## config.mk

```make
export PLATFORM = sky130hd
export DESIGN_NAME = adc_pwr_ctrl
export DESIGN_NICKNAME = d
export VERILOG_FILES = /design/src/rtl/adc_pwr_pkg.sv /design/src/rtl/adc_pwr_sync.sv /design/src/rtl/adc_pwr_frame.sv /design/src/rtl/adc_pwr_fsm.sv /design/src/rtl/adc_pwr_ctrl.sv
export SDC_FILE = /design/constraint.sdc
export NUM_CORES = 1
export LEC_CHECK = 0
export ABC_AREA = 1
export BUFFER_PORTS_ARGS = -buffer_cell sky130_fd_sc_hd__buf_2
export CAP_MARGIN = 20
export CORE_UTILIZATION = 55
export DETAILED_ROUTE_END_ITERATION = 16
export GPL_TIMING_DRIVEN = 0
export PLACE_DENSITY = 0.77
export SYNTH_ARGS = -nofsm -noshare
export SYNTH_HDL_FRONTEND = slang
export SYNTH_SLANG_ARGS = --single-unit
```

## constraint.sdc

```tcl
create_clock -name clk -period 4.1 [get_ports clk]
set_input_delay 0.82 -clock clk [delete_from_list [all_inputs] [get_ports clk]]
set_output_delay 0.82 -clock clk [all_outputs]
set_load 0.03 [all_outputs]
```

## src/rtl/adc_pwr_pkg.sv

```systemverilog
// Shared types for the serial ADC power-mode controller.
// Assumes: mode encoding is fixed by the control-word bit positions.
package adc_pwr_pkg;

    typedef enum logic [1:0] {
        MODE_CS   = 2'b00,   // chip select governs power
        MODE_ON   = 2'b01,   // always powered
        MODE_AOFF = 2'b10,   // shutdown after each conversion
        MODE_ASTB = 2'b11    // standby after each conversion
    } pmode_t;

    typedef enum logic [1:0] {
        PS_OFF  = 2'd0,
        PS_STBY = 2'd1,
        PS_WAKE = 2'd2,
        PS_ON   = 2'd3
    } pstate_t;

endpackage

```

## src/rtl/adc_pwr_sync.sv

```systemverilog
// Multi-stage synchroniser with edge detection for a bundle of asynchronous
// single-bit inputs. Assumes input pulses are wider than STAGES+1 clocks.
module adc_pwr_sync #(
    parameter int WIDTH  = 3,
    parameter int STAGES = 2
) (
    input  logic             clk,
    input  logic             rst_n,
    input  logic [WIDTH-1:0] async_in,
    input  logic [WIDTH-1:0] reset_val,
    output logic [WIDTH-1:0] level,
    output logic [WIDTH-1:0] rise,
    output logic [WIDTH-1:0] fall
);
    logic [WIDTH-1:0] chain [STAGES+1];

    assign chain[0] = async_in;

    genvar g;
    generate
        for (g = 1; g <= STAGES; g++) begin : g_stage
            // one synchroniser flop per stage
            always_ff @(posedge clk) begin
                if (!rst_n) chain[g] <= reset_val;
                else        chain[g] <= chain[g-1];
            end
        end
    endgenerate

    logic [WIDTH-1:0] prev;

    // previous synchronised value for edge detection
    always_ff @(posedge clk) begin
        if (!rst_n) prev <= reset_val;
        else        prev <= chain[STAGES];
    end

    assign level = chain[STAGES];
    assign rise  = chain[STAGES] & ~prev;
    assign fall  = ~chain[STAGES] & prev;

endmodule

```

## src/rtl/adc_pwr_frame.sv

```systemverilog
// Frame tracker: counts serial-clock edges from the chip-select fall,
// captures the control byte, and raises the sample, end-of-conversion and
// first-falling-edge pulses. Assumes synchronised, edge-detected inputs.
module adc_pwr_frame #(
    parameter int FRAME_LEN   = 16,
    parameter int CTRL_BITS   = 8,
    parameter int SAMPLE_EDGE = 2
) (
    input  logic                 clk,
    input  logic                 rst_n,
    input  logic                 cs_low,
    input  logic                 cs_fall,
    input  logic                 sclk_rise,
    input  logic                 sclk_fall,
    input  logic                 din_s,
    output logic [CTRL_BITS-1:0] ctrl,
    output logic                 sample_p,
    output logic                 eoc_p,
    output logic                 ffall_p
);
    localparam int CNT_W = $clog2(FRAME_LEN + 1);
    localparam logic [CNT_W-1:0] LAST_IDX = CNT_W'(FRAME_LEN - 1);
    localparam logic [CNT_W-1:0] CTRL_IDX = CNT_W'(CTRL_BITS - 1);
    localparam logic [CNT_W-1:0] SMP_IDX  = CNT_W'(SAMPLE_EDGE - 1);
    localparam logic [CNT_W-1:0] FULL     = CNT_W'(FRAME_LEN);

    logic [CNT_W-1:0]     cnt;
    logic [CTRL_BITS-2:0] shreg;
    logic                 fall_seen;

    // edge counting, byte capture and event pulses
    always_ff @(posedge clk) begin
        if (!rst_n) begin
            cnt       <= '0;
            shreg     <= '0;
            ctrl      <= '0;
            fall_seen <= 1'b0;
            sample_p  <= 1'b0;
            eoc_p     <= 1'b0;
            ffall_p   <= 1'b0;
        end else begin
            sample_p <= 1'b0;
            eoc_p    <= 1'b0;
            ffall_p  <= 1'b0;
            if (cs_fall) begin
                cnt       <= '0;
                fall_seen <= 1'b0;
            end else if (cs_low) begin
                if (sclk_fall && !fall_seen) begin
                    fall_seen <= 1'b1;
                    ffall_p   <= 1'b1;
                end
                if (sclk_rise && cnt != FULL) begin
                    cnt <= cnt + 1'b1;
                    if (cnt < CTRL_IDX)  shreg <= {shreg[CTRL_BITS-3:0], din_s};
                    if (cnt == CTRL_IDX) ctrl  <= {shreg, din_s};
                    if (cnt == SMP_IDX)  sample_p <= 1'b1;
                    if (cnt == LAST_IDX) eoc_p    <= 1'b1;
                end
            end
        end
    end

    p_single_sample_r8: assert property (@(posedge clk) disable iff (!rst_n)
        sample_p |=> !sample_p);

    p_ctrl_frozen_idle_r2: assert property (@(posedge clk) disable iff (!rst_n)
        !cs_low |=> $stable(ctrl));

    p_eoc_not_with_sample_r8: assert property (@(posedge clk) disable iff (!rst_n)
        !(eoc_p && sample_p));

endmodule

```

## src/rtl/adc_pwr_fsm.sv

```systemverilog
// Power-state machine with wake timer. Applies the mode rules to the
// chip-select level and frame events and raises ready after the wake delay.
// Assumes single-cycle event pulses from the frame tracker.
module adc_pwr_fsm
    import adc_pwr_pkg::*;
#(
    parameter int WAKE_OFF_CYC  = 625,
    parameter int WAKE_STBY_CYC = 125
) (
    input  logic   clk,
    input  logic   rst_n,
    input  pmode_t mode,
    input  logic   cs_low,
    input  logic   eoc_i,
    input  logic   ffall_i,
    input  logic   sample_i,
    output logic   pwr_off,
    output logic   pwr_stby,
    output logic   pwr_on,
    output logic   ready,
    output logic   sample_bad
);
    localparam int MAX_CYC = (WAKE_OFF_CYC > WAKE_STBY_CYC) ? WAKE_OFF_CYC : WAKE_STBY_CYC;
    localparam int TMR_W   = $clog2(MAX_CYC + 1);
    localparam logic [TMR_W-1:0] LOAD_OFF  = TMR_W'(WAKE_OFF_CYC - 1);
    localparam logic [TMR_W-1:0] LOAD_STBY = TMR_W'(WAKE_STBY_CYC - 1);

    pstate_t          st;
    logic [TMR_W-1:0] tmr;
    logic             low_pwr;

    assign low_pwr = (st == PS_OFF) || (st == PS_STBY);

    // next power state and wake timer
    always_ff @(posedge clk) begin
        if (!rst_n) begin
            st  <= PS_OFF;
            tmr <= '0;
        end else begin
            if (st == PS_WAKE) begin
                if (tmr == '0) st <= PS_ON;
                else           tmr <= tmr - 1'b1;
            end
            unique case (mode)
                MODE_CS: begin
                    if (!cs_low) begin
                        st <= PS_OFF;
                    end else if (low_pwr) begin
                        st  <= PS_WAKE;
                        tmr <= (st == PS_STBY) ? LOAD_STBY : LOAD_OFF;
                    end
                end
                MODE_ON: begin
                    if (low_pwr) begin
                        st  <= PS_WAKE;
                        tmr <= (st == PS_STBY) ? LOAD_STBY : LOAD_OFF;
                    end
                end
                default: begin
                    if (eoc_i) begin
                        st <= (mode == MODE_ASTB) ? PS_STBY : PS_OFF;
                    end else if (ffall_i && low_pwr) begin
                        st  <= PS_WAKE;
                        tmr <= (st == PS_STBY) ? LOAD_STBY : LOAD_OFF;
                    end
                end
            endcase
        end
    end

    // flag samples taken before the wake interval ends
    always_ff @(posedge clk) begin
        if (!rst_n) sample_bad <= 1'b0;
        else        sample_bad <= sample_i && (st != PS_ON);
    end

    assign pwr_off  = (st == PS_OFF);
    assign pwr_stby = (st == PS_STBY);
    assign pwr_on   = (st == PS_WAKE) || (st == PS_ON);
    assign ready    = (st == PS_ON);

    p_cs_high_off_r3: assert property (@(posedge clk) disable iff (!rst_n)
        (mode == MODE_CS && !cs_low) |=> pwr_off);

    p_always_on_r4: assert property (@(posedge clk) disable iff (!rst_n)
        (mode == MODE_ON && ready) |=> ready);

    p_eoc_shutdown_r5: assert property (@(posedge clk) disable iff (!rst_n)
        (mode == MODE_AOFF && eoc_i) |=> pwr_off);

    p_eoc_standby_r6: assert property (@(posedge clk) disable iff (!rst_n)
        (mode == MODE_ASTB && eoc_i) |=> pwr_stby);

    p_ready_after_wake_r7: assert property (@(posedge clk) disable iff (!rst_n)
        $rose(ready) |-> $past(st) == PS_WAKE);

    p_no_bad_when_ready_r9: assert property (@(posedge clk) disable iff (!rst_n)
        (sample_i && ready) |=> !sample_bad);

endmodule

```

## src/rtl/adc_pwr_ctrl.sv

```systemverilog
// Top of the serial ADC power-mode controller: synchronises the serial
// pins, tracks frames and the control byte, and runs the power FSM.
// Assumes sclk idles high and is much slower than clk.
module adc_pwr_ctrl
    import adc_pwr_pkg::*;
#(
    parameter int FRAME_LEN     = 16,
    parameter int CTRL_BITS     = 8,
    parameter int SAMPLE_EDGE   = 2,
    parameter int SYNC_STAGES   = 2,
    parameter int WAKE_OFF_CYC  = 625,
    parameter int WAKE_STBY_CYC = 125
) (
    input  logic       clk,
    input  logic       rst_n,
    input  logic       cs_n,
    input  logic       sclk,
    input  logic       din,
    output logic [1:0] mode,
    output logic       pwr_off,
    output logic       pwr_stby,
    output logic       pwr_on,
    output logic       ready,
    output logic       sample_stb,
    output logic       sample_bad,
    output logic       eoc
);
    localparam int NSIG = 3;

    logic [NSIG-1:0]      lvl, rise, fall;
    logic [CTRL_BITS-1:0] ctrl;
    logic                 ffall;

    adc_pwr_sync #(.WIDTH(NSIG), .STAGES(SYNC_STAGES)) u_sync (
        .clk       (clk),
        .rst_n     (rst_n),
        .async_in  ({din, sclk, cs_n}),
        .reset_val (3'b011),
        .level     (lvl),
        .rise      (rise),
        .fall      (fall)
    );

    adc_pwr_frame #(
        .FRAME_LEN   (FRAME_LEN),
        .CTRL_BITS   (CTRL_BITS),
        .SAMPLE_EDGE (SAMPLE_EDGE)
    ) u_frame (
        .clk       (clk),
        .rst_n     (rst_n),
        .cs_low    (~lvl[0]),
        .cs_fall   (fall[0]),
        .sclk_rise (rise[1]),
        .sclk_fall (fall[1]),
        .din_s     (lvl[2]),
        .ctrl      (ctrl),
        .sample_p  (sample_stb),
        .eoc_p     (eoc),
        .ffall_p   (ffall)
    );

    assign mode = ctrl[1:0];

    adc_pwr_fsm #(
        .WAKE_OFF_CYC  (WAKE_OFF_CYC),
        .WAKE_STBY_CYC (WAKE_STBY_CYC)
    ) u_fsm (
        .clk        (clk),
        .rst_n      (rst_n),
        .mode       (pmode_t'(ctrl[1:0])),
        .cs_low     (~lvl[0]),
        .eoc_i      (eoc),
        .ffall_i    (ffall),
        .sample_i   (sample_stb),
        .pwr_off    (pwr_off),
        .pwr_stby   (pwr_stby),
        .pwr_on     (pwr_on),
        .ready      (ready),
        .sample_bad (sample_bad)
    );

endmodule

```

==> reports/results.md <==
| Group | Result | Reported |
| --- | --- | --- |
| worst setup path | Worst setup path category | flop to output port |
| die | Starting density of the core | 0.599 |
| clock tree | Number of resized instances in the post-cts repair step | 0 |
| die | Total die area | 3310 um^2 |
| outcome | Status | complete, but fails checks |
| power | Share of power burned in registers | 0.536 |
| yosys | Count of state elements after synthesis | 33 |
| worst setup path | Family with the most delay on the worst path | flip-flops |
| worst setup path | Crit path depth | 3 |
| power | PD cells | 334 nW/um^2 |
| sta | Actual slew at the worst max-slew pin | 0.430 ns |
| worst setup path | Chain of cells forming the critical path | inv_1 > nor2_1 > buf_2 |
| clock tree | Number of buffers added to fix hold violations after cts | 0 |
| yosys | Post-synth design cell area | 1690 um^2 |
| sta | Highest clock rate | 463 MHz |
| layout | Fill cells | 273 |
| die | Die width | 57.5 um |
| worst setup path | Destination of the worst register-to-register timing path | u_frame.ctrl[0] |
| drt | Starting DRT DRC Count | 102 |
| grt | Vias in the first global route | 1,339 |
| worst setup path | Worst path required time | 3.28 ns |
| placement | Instance area at placement | 1800 um^2 |
| clock tree | Clock root buffer | sky130_fd_sc_hd__clkbuf_4 |
| clock tree | Clock Sinks | 33 |
| clock tree | Clock transition time at the flip-flop clock pins of the worst setup and hold paths | 0.10 ns |
| grt | Antenna violations before repair | 0 |
| outcome | Failing checks | design-rule violations |
| yosys | Average cell area after synthesis | 7.03 um^2 |
| power | Leakage dissipation | 0.000878 uW |
| placement | Placer's final routability congestion estimate | 0.875 |
| layout | Fraction of layout cells with a size suffix above 1 | 0.176 |
| drt | Routed met3 length | 151 um |
| worst hold path | Worst Hold Depth | 1 |
| placement | HPWL after detailed placement | 2630 um |
| die | Top Ports | 14 |
| grt | GRT Resource Usage Total | 0.229 |
| yosys | Yosys cell types | 29 |
| yosys | Portion of the post-synthesis area used by sequential elements | 0.390 |
| drt | Number of design rule violations left after detail routing | 1 |
| layout | Final Cell Area | 1870 um^2 |
| power | Portion of total power attributed to combinational logic | 0.130 |
| placement | # port buffers | 13 |
| drt | DR WL/cell | 11.7 um |
| layout | Layout-stage area growth over the synthesis result | 10.3% |
| die | Chip height | 57.5 um |
| sta | Setup repair after global routing missed its margin | false |
| worst setup path | Critical path's slowest cell | sky130_fd_sc_hd__dfxtp_1 |
| power | Peak ir drop on the vdd network | 260 uV |
| worst setup path | Worst setup endpoint | pwr_stby |
| worst setup path | Largest stage delay, worst path | 0.53 ns |
| drt | Number of optimization iterations in the first detailed-route pass | 10 |
| drt | Length of routed met2 wiring | 1580 um |
| yosys | Post-synthesis net count | 251 |
| power | Power dissipated by switching net loads | 169 uW |
| grt | Pin count of the biggest net entering global routing | 11 |
| layout | Footprint of the multi-input gates | 871 um^2 |
| worst setup path | Crit. End Element | output port |
| placement | Placed cell count | 285 |
| sta | Final critical-path share of the clock period | 0.527 |
| drt | Total wire length after detailed routing | 3430 um |
| drt | Metal1 wirelength | 1650 um |
| flow run | Number of max-capacitance violations reported | 0 |
| sta | Minimum clock period after layout | 2.16 ns |
| sta | Hold Worst Slack | 0.420 ns |
| grt | Global-route wire length before repair | 5730 um |
| clock tree | TritonCTS clock tree | done |
| worst setup path | Logic depth of the worst register-to-register path | 9 |
| yosys | Yosys synthesis warning count | 0 |
| worst hold path | Classification of the worst-slack hold path | flop to flop |
| layout | Diode count | 0 |
| sta | Remaining max-slew budget at the tightest pin | 0.713 |
| grt | Total overflow reported by the global router | 0 |
| sta | Total negative slack for setup checks | 0 ns |
| clock tree | Clk Latency, worst-skew pair | 0.34 ns |
| sta | Final hold violation count | 0 |
| die | Row count | 19 |
| drt | Top routing layer in use | met4 |
| drt | Via density | 5.17 |
| clock tree | Buffer levels on the longest clock path | 2 |
| die | Placeable Area | 2830 um^2 |
| sta | Slew Viols, Final | 0 |
| drt | Number of antenna-violating nets in the routed design | 0 |
| power | Switch share | 0.270 |
| layout | Number of nets in the layout | 271 |
| clock tree | Count of buffers added by post-CTS timing repair for setup | 0 |
| sta | Total setup violations reported at the end of the flow | 0 |
| worst setup path | R2r setup slk | 2.35 ns |
| worst setup path | Launching point of the worst reg2reg path | u_frame.cnt[0] |
| worst setup path | Launching instance or port of the critical path | u_fsm.st[0] |
| yosys | Synthesized instance count | 241 |
| clock tree | Clock buffers created by TritonCTS | 5 |
| layout | Flip-flop and latch area | 661 um^2 |
| power | Overall power consumption | 625 uW |
| power | Internal power component | 456 uW |
| worst setup path | CP arrival | 1.34 ns |
| worst setup path | CP Buf/Inv Count | 2 |
| layout | Non-filler cells, final | 293 |
| worst setup path | Critical Path Fanout Max | 5 |
| worst setup path | CP Launch Type | flop |
| drt | Total vias in the final route | 1,516 |
| power | Share of total power in the clock network | 0.334 |
| sta | Clock tree skew after final layout | 0.00929 ns |
| clock tree | CTS H-Tree Depth | 2 |
## layout by cell type, fill, tap and decap left out, drive strengths merged
master and n:
a211oi 3, dfxtp 33, inv 38, nor3 4
or2 5, clkinv 1, nor4 1, ha 5
clkbuf 9, buf 15, a21oi 15, nor2 30
nand4 7, nand2 56, o21ai 9, a31o 1
nand3 27, xor2 2, o211ai 1
## registers in the layout (all words and copies together) (netlist names), 2 cells and up
name and count:
u_fsm.st 2, u_sync.chain 3, u_frame.cnt 5, u_frame.ctrl 2, u_sync.prev 2, u_sync.level 3
u_fsm.tmr 10
## Yosys cell counts
| library cell | number | share of area |
|---|---|---|
| sky130_fd_sc_hd__nor2_8 | 1 | 0.012 |
| sky130_fd_sc_hd__dfxtp_1 | 33 | 0.39 |
| sky130_fd_sc_hd__o211ai_1 | 1 | 0.0044 |
| sky130_fd_sc_hd__nor2_2 | 3 | 0.011 |
| sky130_fd_sc_hd__inv_4 | 1 | 0.0037 |
| sky130_fd_sc_hd__inv_2 | 3 | 0.0066 |
| sky130_fd_sc_hd__o21ai_2 | 1 | 0.0052 |
| sky130_fd_sc_hd__or2_2 | 4 | 0.015 |
| sky130_fd_sc_hd__o21ai_1 | 5 | 0.015 |
| sky130_fd_sc_hd__nand4_1 | 7 | 0.026 |
| sky130_fd_sc_hd__ha_1 | 5 | 0.037 |
| sky130_fd_sc_hd__o21ai_0 | 3 | 0.0089 |
| sky130_fd_sc_hd__nor2_4 | 2 | 0.013 |
| sky130_fd_sc_hd__buf_2 | 2 | 0.0059 |
| sky130_fd_sc_hd__a31o_2 | 1 | 0.0052 |
| sky130_fd_sc_hd__nand2_4 | 1 | 0.0066 |
| sky130_fd_sc_hd__nand2_2 | 3 | 0.011 |
| sky130_fd_sc_hd__or2_1 | 1 | 0.0037 |
| sky130_fd_sc_hd__nor2_1 | 24 | 0.053 |
| sky130_fd_sc_hd__xor2_1 | 2 | 0.010 |
| sky130_fd_sc_hd__nand3_1 | 24 | 0.071 |
| sky130_fd_sc_hd__a211oi_1 | 3 | 0.013 |
| sky130_fd_sc_hd__a21oi_1 | 15 | 0.044 |
| sky130_fd_sc_hd__nand3_2 | 3 | 0.018 |
| sky130_fd_sc_hd__nor3_1 | 4 | 0.012 |
| sky130_fd_sc_hd__inv_1 | 34 | 0.075 |
| sky130_fd_sc_hd__nor4_1 | 1 | 0.0037 |
| sky130_fd_sc_hd__clkbuf_1 | 2 | 0.0044 |
| sky130_fd_sc_hd__nand2_1 | 52 | 0.12 |
## cells by family (layout without fill, tap and decap cells)
group	count (synthesis)	count (layout)	synth area share
AND/OR/NAND/NOR	130	130	0.371
adder cells (fa/ha/maj)	5	5	0.0369
buffers and inverters	42	63	0.0960
XOR/XNOR	2	2	0.0103
flip-flops	33	33	0.390
AO/OA/AOI/OAI	29	29	0.0960
## power groups by stage
stage          combinational, uW  sequential [uW]  clock [uW]
3_5_place_dp                80.9              342           0
6_report                    81.1              335         209
5_1_grt                     90.7              336         228
4_1_cts                     81.3              335         213
2_1_floorplan               64.8              341           0
3_3_place_gp                79.2              342           0
## cell type report
cell class	count	share of cell area
buffer	4	0.00938
clock buffer	7	0.0348
clock inverter	1	0.00268
inverter	38	0.0777
multi-input combinational	166	0.466
sequential	33	0.354
tap	31	0.0208
timing repair buffer	13	0.0348
## stage by stage
stage,utilization,worst slack [ns]
floorplan,-,2.31
finish,0.660,1.94
CTS,0.660,1.94
detailed placement,0.636,2.32
global placement,0.636,2.33
global route,0.660,1.83
## per-layer routing
metal | GRT usage | vias up
li1 | - | 818
met2 | 0.365 | 27
met5 | 0 | -
met4 | 0.0871 | 0
met3 | 0.0726 | 6
met1 | 0.289 | 665
## how the worst min path moves through the flow
stage / start / endpoint / slack (ns)
finish: u_sync.chain[3] / u_sync.level[0] / 0.42
global route: u_sync.chain[3] / u_sync.level[0] / 0.45
CTS: u_sync.chain[3] / u_sync.level[0] / 0.42
detailed placement: u_sync.chain[3] / u_sync.level[0] / 0.40
global placement: u_sync.chain[4] / u_sync.level[1] / 0.39
floorplan: u_sync.chain[5] / u_sync.level[2] / 0.39
No activity file was read; power rests on OpenSTA's default activity.
